### config.mk
export PLATFORM = sky130hd
export DESIGN_NAME = wo_ctl_slave
export DESIGN_NICKNAME = d
export VERILOG_FILES = /design/src/rtl/wo_ctl_slave.sv
export SDC_FILE = /design/constraint.sdc
export NUM_CORES = 1
export LEC_CHECK = 0
export BUFFER_PORTS_ARGS = -buffer_cell sky130_fd_sc_hd__buf_2
export CORE_ASPECT_RATIO = 2
export CORE_MARGIN = 2
export CORE_UTILIZATION = 53
export CTS_CLUSTER_SIZE = 25
export DETAILED_ROUTE_END_ITERATION = 8
export GPL_TIMING_DRIVEN = 0
export HOLD_SLACK_MARGIN = 0.08
export PLACE_DENSITY_LB_ADDON = 0.3
export SYNTH_ARGS = -nofsm -noshare
export SYNTH_HDL_FRONTEND = slang
export SYNTH_SLANG_ARGS = --single-unit
### constraint.sdc
create_clock -name clk -period 3.1 [get_ports clk]
set_input_delay 0 -clock clk [delete_from_list [all_inputs] [get_ports clk]]
set_output_delay 0 -clock clk [all_outputs]
set_load 0.1 [all_outputs]
### src/rtl/wo_ctl_slave.sv
module wo_ctl_slave #(
  parameter int NREG = 8,
  parameter int FRAME = 2,
  parameter logic [7:0] DEV_ADDR = 8'hD2,
  parameter logic [NREG*8-1:0] RST_VAL = 64'h07_00_37_00_FF_7F_CF_0C
) (
  input  logic              clk,
  input  logic              por_n,
  input  logic              pwr_dn_n,
  input  logic              scl,
  input  logic              sda,
  output logic              sda_pull,
  output logic [NREG*8-1:0] ctl_regs
);
  localparam int MAXB = FRAME + NREG;
  localparam int CW = $clog2(MAXB + 2);
  localparam logic [CW-1:0] SAT = CW'(MAXB + 1);

  logic       scl_m, scl_s, scl_p, sda_m, sda_s, sda_p;
  logic       active;
  logic [3:0] bitcnt;
  logic [7:0] shreg;
  logic [CW-1:0] bytecnt;

  wire scl_rise  = scl_s & ~scl_p;
  wire scl_fall  = ~scl_s & scl_p;
  wire start_det = scl_s & scl_p & sda_p & ~sda_s;
  wire stop_det  = scl_s & scl_p & ~sda_p & sda_s;
  wire is_addr   = (bytecnt == '0);
  wire in_window = (bytecnt != '0) && (int'(bytecnt) <= MAXB);
  wire accept    = is_addr ? (shreg == DEV_ADDR) : in_window;
  wire do_store  = accept && (int'(bytecnt) > FRAME);
  wire [CW-1:0] widx = bytecnt - CW'(FRAME + 1);

  always_ff @(posedge clk or negedge por_n) begin
    if (!por_n) begin
      {scl_m, scl_s, scl_p} <= 3'b111;
      {sda_m, sda_s, sda_p} <= 3'b111;
      active   <= 1'b0;
      bitcnt   <= '0;
      shreg    <= '0;
      bytecnt  <= '0;
      sda_pull <= 1'b0;
      ctl_regs <= RST_VAL;
    end else begin
      {scl_p, scl_s, scl_m} <= {scl_s, scl_m, scl};
      {sda_p, sda_s, sda_m} <= {sda_s, sda_m, sda};
      if (!pwr_dn_n) begin
        active   <= 1'b0;
        bitcnt   <= '0;
        bytecnt  <= '0;
        sda_pull <= 1'b0;
      end else if (start_det) begin
        active   <= 1'b1;
        bitcnt   <= '0;
        bytecnt  <= '0;
        sda_pull <= 1'b0;
      end else if (stop_det) begin
        active   <= 1'b0;
        bitcnt   <= '0;
        bytecnt  <= '0;
        sda_pull <= 1'b0;
      end else if (active && scl_rise && bitcnt < 4'd8) begin
        shreg  <= {shreg[6:0], sda_s};
        bitcnt <= bitcnt + 4'd1;
      end else if (active && scl_fall) begin
        if (bitcnt == 4'd8) begin
          bitcnt   <= 4'd9;
          sda_pull <= accept;
          if (is_addr && !accept) active <= 1'b0;
          if (do_store) ctl_regs[8*int'(widx) +: 8] <= shreg;
          if (bytecnt != SAT) bytecnt <= bytecnt + CW'(1);
        end else if (bitcnt == 4'd9) begin
          bitcnt   <= '0;
          sda_pull <= 1'b0;
        end
      end
    end
  end
endmodule


==> flow_summary.json, run 1 <==
{
  "grt_overflow": 0,
  "critical_path_class": "reg2reg",
  "critPathMaxFanout": 10,
  "worstMarginPinSlew_ps": 686,
  "netlist-cell-type-count": 42,
  "portBuffers": 69,
  "synth_top_area_frac": 0.313,
  "irDropWorstVdd_uv": 411,
  "insertion_delay_ps": 330,
  "postSynthCellCount": 345,
  "finalPower_uw": 2250,
  "post_cts_buffers": 0,
  "drive_gt1_frac": 0.333,
  "cts_tree": "yes",
  "grt_max_degree": 48,
  "gp_congestion": 0.857,
  "avgViaCountPerCell": 5.36,
  "layout.nets": 446,
  "max_slew_margin": 0.543,
  "max_freq_mhz": 351,
  "initial_utilization": 0.540,
  "ys_seq_area_frac": 0.552,
  "routed_wl_um": 8570,
  "yosys.area.top_type": "dfrtp_1",
  "clk_pin_slew_worst_paths_ps": 60,
  "maxCapViolCount": 0,
  "htreeDepth": 3,
  "hold_path_class": "in2async",
  "hold_viol": 0,
  "cp.arrival_ps": 3060,
  "drtAntennaViolNets": 0,
  "io-pin-count": 70,
  "cp-end-kind": "flip-flop",
  "row_count": 45,
  "drc_errors": 0,
  "power_leakage_uw": 0.00249,
  "fp.dieW_um": 66.0,
  "tns_ps": 0,
  "layout_common_cells": "73 x buf_2, 52 x nand2_1, 50 x dfrtp_1, 40 x mux2_1, 37 x dfstp_2",
  "cp.required_ps": 3310,
  "die_height_um": 128,
  "rsz0062_at_grt": "false",
  "cts_inserted_buffers": 9,
  "synthToLayoutAreaGrowth_pct": 20.2,
  "cts-root-buf": "clkbuf_16",
  "outcome": "completed",
  "antenna_found_initial": 0,
  "diodes": 0,
  "grt_usage": 0.229,
  "whs_ps": 212,
  "fin_crit_sh": 0.918,
  "postLayoutCoreUtil": 0.649,
  "ys_ff_latch": 88,
  "core-area_mm2": 0.00754,
  "numClockSinks": 88,
  "ys.warnings.count": 0,
  "drtPass1Iterations": 4,
  "drt_iter0_drc": 142,
  "finalSetupViolCount": 0,
  "hpwl_um": 6090,
  "fillers": 631,
  "yosys-top-cells-area": "dfrtp_1 31%, dfstp_2 24%, mux2_1 11%",
  "cts_buffer_depth": 2,
  "startpoint_type": "flip-flop",
  "grt_pass1_vias": 3009,
  "post_drt_wl_per_cell_um": 16.2,
  "fin_crit_ps": 2850,
  "final_common_cell": "buf_2",
  "syn_area_mm2": 0.00407,
  "grt_first_pass_wirelength_um": 14600,
  "power_per_cell_area_mw_per_mm2": 460,
  "die-area_mm2": 0.00844,
  "dr_total_vias": 2836,
  "synth_nets": 361,
  "syn_avg_cell_area_um2": 11.8,
  "maxSlewViolCount": 0,
  "skew_ps": 5.72
}
[routing by layer]
layer,track usage,vias to the layer above,routed length (um)
met4,0.118,0,296
met3,0.0386,18,283
met1,0.260,1424,3320
met2,0.402,60,4670
met5,0,-,0
li1,-,1334,-
[final timing paths]
check                           start            to  slack (ps)  depth (start not counted)
max                        bytecnt[0]  ctl_regs[53]         250                         11
min                             por_n  ctl_regs[52]         210                          2
max reg2reg                bytecnt[0]  ctl_regs[53]         250                         11
min reg2reg                     scl_m         scl_s         360                          0
max in group asynchronous       por_n  ctl_regs[57]        2200                          3
min in group clk                  sda         sda_m         310                          2
[cells in the mapped netlist]
master     count
nor3b_1        1
and4bb_1       1
nor2_4         4
nor2b_2        1
or4_4          2
nand4bb_1      1
ha_1          11
nand2_1       52
o31ai_1        2
nor2b_1        4
xnor2_1        6
or3b_1         1
a32oi_4        1
o22ai_1        1
a21oi_1        2
a41oi_1        2
mux2_1        40
nand4_4        2
clkbuf_1       1
a21oi_2        1
xor2_1         2
o21ai_0        2
dfrtp_1       51
and4_1         1
nor3_1         1
and2_1        20
a21o_1         1
nor2_1        15
o311a_1        2
dfstp_2       37
inv_2          2
buf_6          1
nor4bb_1       1
buf_2          5
nand2_2        2
inv_1         21
and3_1         1
mux2i_1       17
nand2b_1       1
and4bb_2       1
nand3_1        6
o21ai_1       19
[area by class of cell]
cell class / count / area, um2 / area share
Timing Repair Buffer: 74 / 408 / 0.0834
Sequential cell: 88 / 2250 / 0.460
Buffer: 7 / 40.0 / 0.00818
Multi-Input combinational cell: 227 / 1700 / 0.347
Inverter: 23 / 86.3 / 0.0176
Tap cell: 94 / 118 / 0.0240
Clock inverter: 3 / 23.8 / 0.00486
Clock buffer: 13 / 270 / 0.0552
[worst max-delay path, stage by stage, from the launching register on]
cell	delay (ps)
dfrtp_2	450
inv_1	140
ha_1	390
nand2b_1	240
nor2_1	70
ha_1	290
o311a_1	240
and2_1	200
nand3_1	240
buf_2	280
nand2_1	90
o21ai_1	60
[logic make-up (layout without fill, tap and decap cells)]
family                   after synthesis  count (layout)  synth area share
flip-flops                            88              88             0.552
AND/OR/NAND/NOR                      118             118             0.160
multiplexers                          57              57             0.152
adder cells (fa/ha/maj)               11              11            0.0338
buffers and inverters                 30             120            0.0310
XOR/XNOR                               8               8            0.0172
AO/OA/AOI/OAI                         33              33            0.0535
[per-stage QoR]
stage	setup WS [ps]	instances	cell area, um2
floorplan	633	345	4070
global placement	230	508	4540
detailed placement	180	509	4560
CTS	145	529	4890
global route	25.3	529	4890
finish	255	529	4890
[registers in the layout, summed over array words and instances (netlist names)]
register / flops
sda_p: 1
scl_m: 1
sda_s: 1
bitcnt: 4
sda_m: 1
bytecnt: 4
scl_p: 1
active: 1
ctl_regs: 64
shreg: 8
sda_pull: 1
scl_s: 1
[report_power, final]
| group | switching [uW] | internal (uW) |
|---|---|---|
| Sequential | 10.7 | 1160 |
| Clock | 422 | 612 |
| Combinational | 31.3 | 14.3 |
[repair_timing]
action	CTS	global route
resized for setup	0	1
hold endpoints to repair	49	0
hold buffers	4	0
setup endpoints to repair	0	18
Power figures use the tool's default switching activity.
==> inputs of run 2 (changes only) <==
--- a/config.mk
+++ b/config.mk
@@ -7,8 +7,7 @@
 export LEC_CHECK = 0
 export BUFFER_PORTS_ARGS = -buffer_cell sky130_fd_sc_hd__buf_2
 export CORE_ASPECT_RATIO = 2
-export CORE_MARGIN = 2
-export CORE_UTILIZATION = 53
+export CORE_UTILIZATION = 56
 export CTS_CLUSTER_SIZE = 25
 export DETAILED_ROUTE_END_ITERATION = 8
 export GPL_TIMING_DRIVEN = 0
==> run 2 against run 1 <==
  * Clock-buffer cell count shrank 2
  * Critical path type unchanged
  * Clock power grew 14%
  * Non-clock buffer count grew 1
  * Wire length grew 0.91%
  * Combinational power grew 4.6%
  * Clock skew grew 3.4 ps
  * Critical endpoint is now ctl_regs[20]
  * Worst hold slack lost 27 ps
  * Critical path depth is the same
  * Register-to-register slack lost 40 ps
  * Via count grew 0.71%
==> flow_summary.json, run 2 (synthesis gave the netlist of run 1 again) <==
{
  "drive_gt1_frac": 0.337,
  "switchingPower_uw": 469,
  "largest_register_ffs": 64,
  "drtPass1Iterations": 4,
  "layout_common_cells": "73 x buf_2, 52 x nand2_1, 50 x dfrtp_1, 40 x mux2_1, 37 x dfstp_2",
  "max_slew_margin": 0.503,
  "hpwl_um": 5920,
  "hold_viol": 0,
  "sw_frac_of_total": 0.196,
  "grt_first_pass_wirelength_um": 13800,
  "r2r_setup_slack_ps": 210,
  "fin_crit_ps": 2890,
  "cp.required_ps": 3350,
  "row_count": 43,
  "grt_usage": 0.242,
  "critical_path_class": "reg2reg",
  "grt_max_degree": 78,
  "clk_pin_slew_worst_paths_ps": 60,
  "io-pin-count": 70,
  "p_int_uw": 1920,
  "maxCapViolCount": 0,
  "combPwrFrac": 0.020,
  "cpMostUsedCell": "ha_1",
  "drc_errors": 0,
  "max_freq_mhz": 346,
  "skew_ps": 9.15,
  "avgViaCountPerCell": 5.43,
  "finalPower_uw": 2390,
  "stdcell_count": 526,
  "cts_buffer_depth": 2,
  "post_drt_wl_per_cell_um": 16.4,
  "antenna_found_initial": 0,
  "final_common_cell": "buf_2",
  "grt_pass1_vias": 2765,
  "numClockSinks": 88,
  "crit_chain": "inv_1 -> ha_1 -> nand2b_1 -> nor2_1 -> ha_1 -> o311a_1 -> and2_1 -> nand3_1 -> buf_2 -> nand2_1 -> o21ai_1",
  "startpoint_type": "flip-flop",
  "crit_cells": 11,
  "postLayoutCoreUtil": 0.708,
  "rsz0062_at_grt": "false",
  "insertion_delay_ps": 340,
  "worst_path_max_delay_cell": "dfrtp_2",
  "gp_congestion": 0.895,
  "cts-root-buf": "clkbuf_16",
  "fin_crit_sh": 0.931,
  "seqPwrFrac": 0.489,
  "reg2reg_to": "ctl_regs[20]",
  "cp-end-kind": "flip-flop",
  "drtAntennaViolNets": 0,
  "crit_path_end": "ctl_regs[20]",
  "fp.dieW_um": 62.3,
  "power_per_cell_area_mw_per_mm2": 484,
  "place_inst": 505,
  "irDropWorstVdd_uv": 494,
  "drt_iter0_drc": 120,
  "layout.nets": 447,
  "initial_utilization": 0.582,
  "hold_path_class": "in2async",
  "critPathMaxFanout": 10,
  "worst-path-buf-inv": 2,
  "finalSetupViolCount": 0,
  "largestRegisters": "ctl_regs (64), shreg (8)",
  "fillers": 549,
  "htreeDepth": 3,
  "cts_tree": "yes",
  "routed_wl_um": 8640,
  "critPathMaxStageDelay_ps": 440,
  "cp.arrival_ps": 3130,
  "outcome": "completed",
  "core-area_mm2": 0.00699,
  "dr_total_vias": 2856,
  "cts_inserted_buffers": 9,
  "power_leakage_uw": 0.00252,
  "clockPowerShare": 0.491,
  "tns_ps": 0,
  "worstMarginPinSlew_ps": 746,
  "r2r_cells": 11,
  "die-area_mm2": 0.00764,
  "registers.top_by_ff_count": "ctl_regs",
  "startpoint": "bytecnt[0]",
  "synthToLayoutAreaGrowth_pct": 21.5,
  "reg2reg_from": "bytecnt[0]",
  "cp_top_family": "simple AND/OR/NAND/NOR gates",
  "portBuffers": 69,
  "die_height_um": 123,
  "diodes": 0,
  "grt_overflow": 0,
  "maxSlewViolCount": 0
}
[run 2: changes by cell type in the layout (fill, tap and decap cells not counted)]
cell	before	now
buf_12	1	0
buf_16	0	1
bufinv_16	0	2
clkbuf_1	2	1
clkbuf_8	3	2
clkinv_2	0	2
clkinv_4	2	1
dlygate4sd3_1	4	5
inv_4	1	0
nand3_1	6	5
nand3_2	0	1
[run 2: repair_timing]
item                                    CTS  global route
endpoints found under the setup margin    0             8
hold endpoints to repair                 56             0
gates resized for setup                   0             2
hold buffers                              5             0
buffers inserted                          0             0
[run 2: worst min-delay path by stage]
stage	startpoint	slack, ps	to	cells past startpoint
floorplan	por_n	-300	active	0
global placement	sda	110	sda_m	1
detailed placement	por_n	-140	ctl_regs[36]	1
CTS	por_n	180	ctl_regs[18]	2
global route	por_n	190	ctl_regs[20]	2
finish	por_n	190	ctl_regs[18]	2
[run 2: worst reg2reg max path, cell delays in order (launching register included)]
cell      delay (ps)
dfrtp_2          440
inv_1            140
ha_1             380
nand2b_1         250
nor2_1            70
ha_1             310
o311a_1          250
and2_1           230
nand3_1          250
buf_2            290
nand2_1           90
o21ai_1           90
[run 2: area by class of cell]
cell class                 count  area [um2]  share of cell area
timing repair buffer          75         425              0.0860
tap                           90         113              0.0228
sequential                    88        2250               0.455
buffer                         7        40.0             0.00809
clock buffer                  11         253              0.0511
clock inverter                 5        78.8              0.0159
inverter                      23        86.3              0.0174
multi-input combinational    227        1700               0.344
[run 2: metrics by stage]
stage                     hold slack, ps  cell area, um2  setup WS [ps]
after global placement               105            4530            226
after detailed placement            -141            4560            179
after floorplan                     -296            4070            633
after global routing                 194            4950           87.2
final                                186            4950            213
after CTS                            178            4940            158
[run 2: power groups by stage]
| stage | Sequential (uW) | Clock [uW] | Combinational (uW) |
|---|---|---|---|
| 6_report | 1170 | 1170 | 47.7 |
| 5_1_grt | 1170 | 1250 | 54.9 |
| 4_1_cts | 1170 | 1200 | 49.4 |
| 3_5_place_dp | 1190 | 0 | 44.3 |
| 3_3_place_gp | 1190 | 0 | 38.0 |
| 2_1_floorplan | 1190 | 0 | 12.1 |
[run 2: layer usage]
layer	up-vias	share of wire	GRT usage	wire [um]
li1	1339	-	-	-
met1	1435	0.38	0.274	3300
met2	63	0.56	0.424	4820
met3	19	0.029	0.0511	254
met4	0	0.031	0.135	269
met5	-	0	0	0
==> inputs of run 3 (changes only) <==
--- a/config.mk
+++ b/config.mk
@@ -7,7 +7,7 @@
 export LEC_CHECK = 0
 export BUFFER_PORTS_ARGS = -buffer_cell sky130_fd_sc_hd__buf_2
 export CORE_ASPECT_RATIO = 2
-export CORE_UTILIZATION = 56
+export CORE_UTILIZATION = 50
 export CTS_CLUSTER_SIZE = 25
 export DETAILED_ROUTE_END_ITERATION = 8
 export GPL_TIMING_DRIVEN = 0
==> constraint.sdc (replaced) <==
create_clock -name clk -period 2.6 [get_ports clk]
set_input_delay 0 -clock clk [delete_from_list [all_inputs] [get_ports clk]]
set_output_delay 0 -clock clk [all_outputs]
set_load 0.1 [all_outputs]
==> run 3 against run 2 <==
  * Critical path depth shrank 2
  * Cell area grew 3.1%
  * Clock skew shrank 3.3 ps
  * Flip-flop and latch count is the same
  * Worst hold slack gained 31 ps
  * Global-route usage shrank 1.6 points
  * First-iteration DRC count grew 26%
  * Wire length grew 2.7%
  * Critical endpoint is now ctl_regs[59]
  * Via count is essentially flat
  * Critical path type unchanged
  * Setup slack lost 99 ps
  * Sequential share of layout area shrank 1.3 points
  * Clock-buffer cell count grew 3
==> flow_summary.json, run 3 (synthesis gave the netlist of run 1 again) <==
{
  "max_freq_mhz": 402,
  "avgViaCountPerCell": 5.31,
  "final_common_cell": "buf_2",
  "post_drt_wl_per_cell_um": 16.5,
  "initial_utilization": 0.517,
  "grt_first_pass_wirelength_um": 14500,
  "p_int_uw": 2110,
  "fp.dieW_um": 65.8,
  "crit_chain": "clkinvlp_4 -> ha_4 -> nand2b_4 -> nor2_1 -> ha_1 -> o311a_4 -> nand2_2 -> nor2_4 -> mux2_1",
  "gp_congestion": 0.874,
  "reg2reg_from": "bytecnt[0]",
  "row_count": 46,
  "worstMarginPinSlew_ps": 723,
  "routed_wl_um": 8880,
  "fin_crit_sh": 0.956,
  "largest_register_ffs": 64,
  "cts_inserted_buffers": 9,
  "hold_path_class": "in2async",
  "outcome": "completed",
  "layout_common_cells": "70 x buf_2, 49 x nand2_1, 47 x dfrtp_1, 39 x mux2_1, 37 x dfstp_2",
  "diodes": 0,
  "clockPowerShare": 0.451,
  "sw_frac_of_total": 0.207,
  "antenna_found_initial": 0,
  "insertion_delay_ps": 330,
  "maxSlewViolCount": 0,
  "seqPwrFrac": 0.526,
  "switchingPower_uw": 549,
  "numClockSinks": 88,
  "r2r_cells": 9,
  "cp.required_ps": 2810,
  "reg2reg_to": "ctl_regs[59]",
  "largestRegisters": "ctl_regs (64), shreg (8)",
  "grt_usage": 0.226,
  "hold_viol": 0,
  "core-area_mm2": 0.00789,
  "drc_errors": 0,
  "io-pin-count": 70,
  "startpoint_type": "flip-flop",
  "skew_ps": 5.82,
  "cts-root-buf": "clkbuf_16",
  "fin_crit_ps": 2490,
  "cp-end-kind": "flip-flop",
  "irDropWorstVdd_uv": 563,
  "drtAntennaViolNets": 0,
  "combPwrFrac": 0.022,
  "cp.arrival_ps": 2700,
  "grt_max_degree": 77,
  "power_leakage_uw": 0.00254,
  "hpwl_um": 6120,
  "htreeDepth": 3,
  "drtPass1Iterations": 4,
  "layout.nets": 453,
  "synthToLayoutAreaGrowth_pct": 25.3,
  "die_height_um": 130,
  "portBuffers": 69,
  "worst_path_max_delay_cell": "dfrtp_2",
  "rsz0062_at_grt": "false",
  "drt_iter0_drc": 151,
  "setup_ws_ps": 114,
  "power_per_cell_area_mw_per_mm2": 520,
  "cts_buffer_depth": 2,
  "preCtsSetupSlack_ps": -331,
  "drive_gt1_frac": 0.389,
  "dr_total_vias": 2855,
  "grt_overflow": 0,
  "registers.top_by_ff_count": "ctl_regs",
  "die-area_mm2": 0.00853,
  "finalSetupViolCount": 0,
  "cts_tree": "yes",
  "clk_pin_slew_worst_paths_ps": 60,
  "critPathMaxStageDelay_ps": 410,
  "critical_path_class": "reg2reg",
  "finalPower_uw": 2650,
  "r2r_setup_slack_ps": 110,
  "critPathMaxFanout": 8,
  "max_slew_margin": 0.518,
  "grt_pass1_vias": 2894,
  "maxCapViolCount": 0
}
## run 3: changes by cell type in the layout (fill, tap and decap cells not counted), sizes merged
cell	delta
buf	+6
clkbuf	+3
clkinv	-3
bufinv	-2
clkinvlp	+2
## run 3: routing by layer
metal	GRT usage	part of all wire	vias up
li1	-	-	1344
met1	0.254	0.39	1447
met2	0.402	0.56	49
met3	0.0352	0.021	15
met4	0.111	0.029	0
met5	0	0	-
## run 3: power groups by stage
stage               sequential (uW)  clock (uW)  combinational, uW
floorplan                      1410           0               14.4
global placement               1420           0               45.8
detailed placement             1420           0               54.0
CTS                            1400        1220               59.9
global route                   1400        1270               68.3
finish                         1400        1200               59.3
## run 3: area by class of cell
class / count / area (um2)
flip-flops and latches: 88 / 2250
fillers: 610 / 2780
repair buffers: 82 / 503
multi-input cells: 227 / 1810
clock buffers: 14 / 264
clock inverters: 2 / 13.8
plain buffers: 6 / 47.5
inverters: 23 / 90.1
well taps: 96 / 120
## run 3: worst max-delay path, delay by kind of cell, from the launching register on
kind | cells | cell delay [ps]
flip-flops | 1 | 410
AO/OA/AOI/OAI | 1 | 230
AND/OR/NAND/NOR | 4 | 560
buffers and inverters | 1 | 170
multiplexers | 1 | 350
adder cells (fa/ha/maj) | 2 | 650
## run 3: stage by stage
step / std cells / setup TNS (ps) / hold slack, ps / area (um2) / util
global placement: 510 / -11280 / 106 / 4540 / 0.576
finish: 538 / 0 / 217 / 5100 / 0.647
global route: 538 / 0 / 228 / 5100 / 0.647
detailed placement: 511 / -14370 / -131 / 4570 / 0.579
floorplan: 345 / 0 / -296 / 4070 / -
CTS: 536 / 0 / 209 / 4990 / 0.633
## run 3: timing repair
item	in CTS	in global routing
hold buffers	5	0
pin swaps	3	4
hold endpoints to repair	58	0
buffers inserted	4	3
resized for setup	10	22
endpoints found under the setup margin	64	64
## run 3: worst max path at each step
stage                     slack (ps)  cells past startpoint           end       start
after floorplan                  130                      7  ctl_regs[32]  bytecnt[0]
after global placement          -290                     11  ctl_regs[23]  bytecnt[0]
after detailed placement        -330                     11  ctl_regs[52]  bytecnt[0]
after CTS                         10                     10  ctl_regs[12]  bytecnt[1]
after global routing              20                     11  ctl_regs[23]  bytecnt[0]
final                            110                      9  ctl_regs[59]  bytecnt[0]
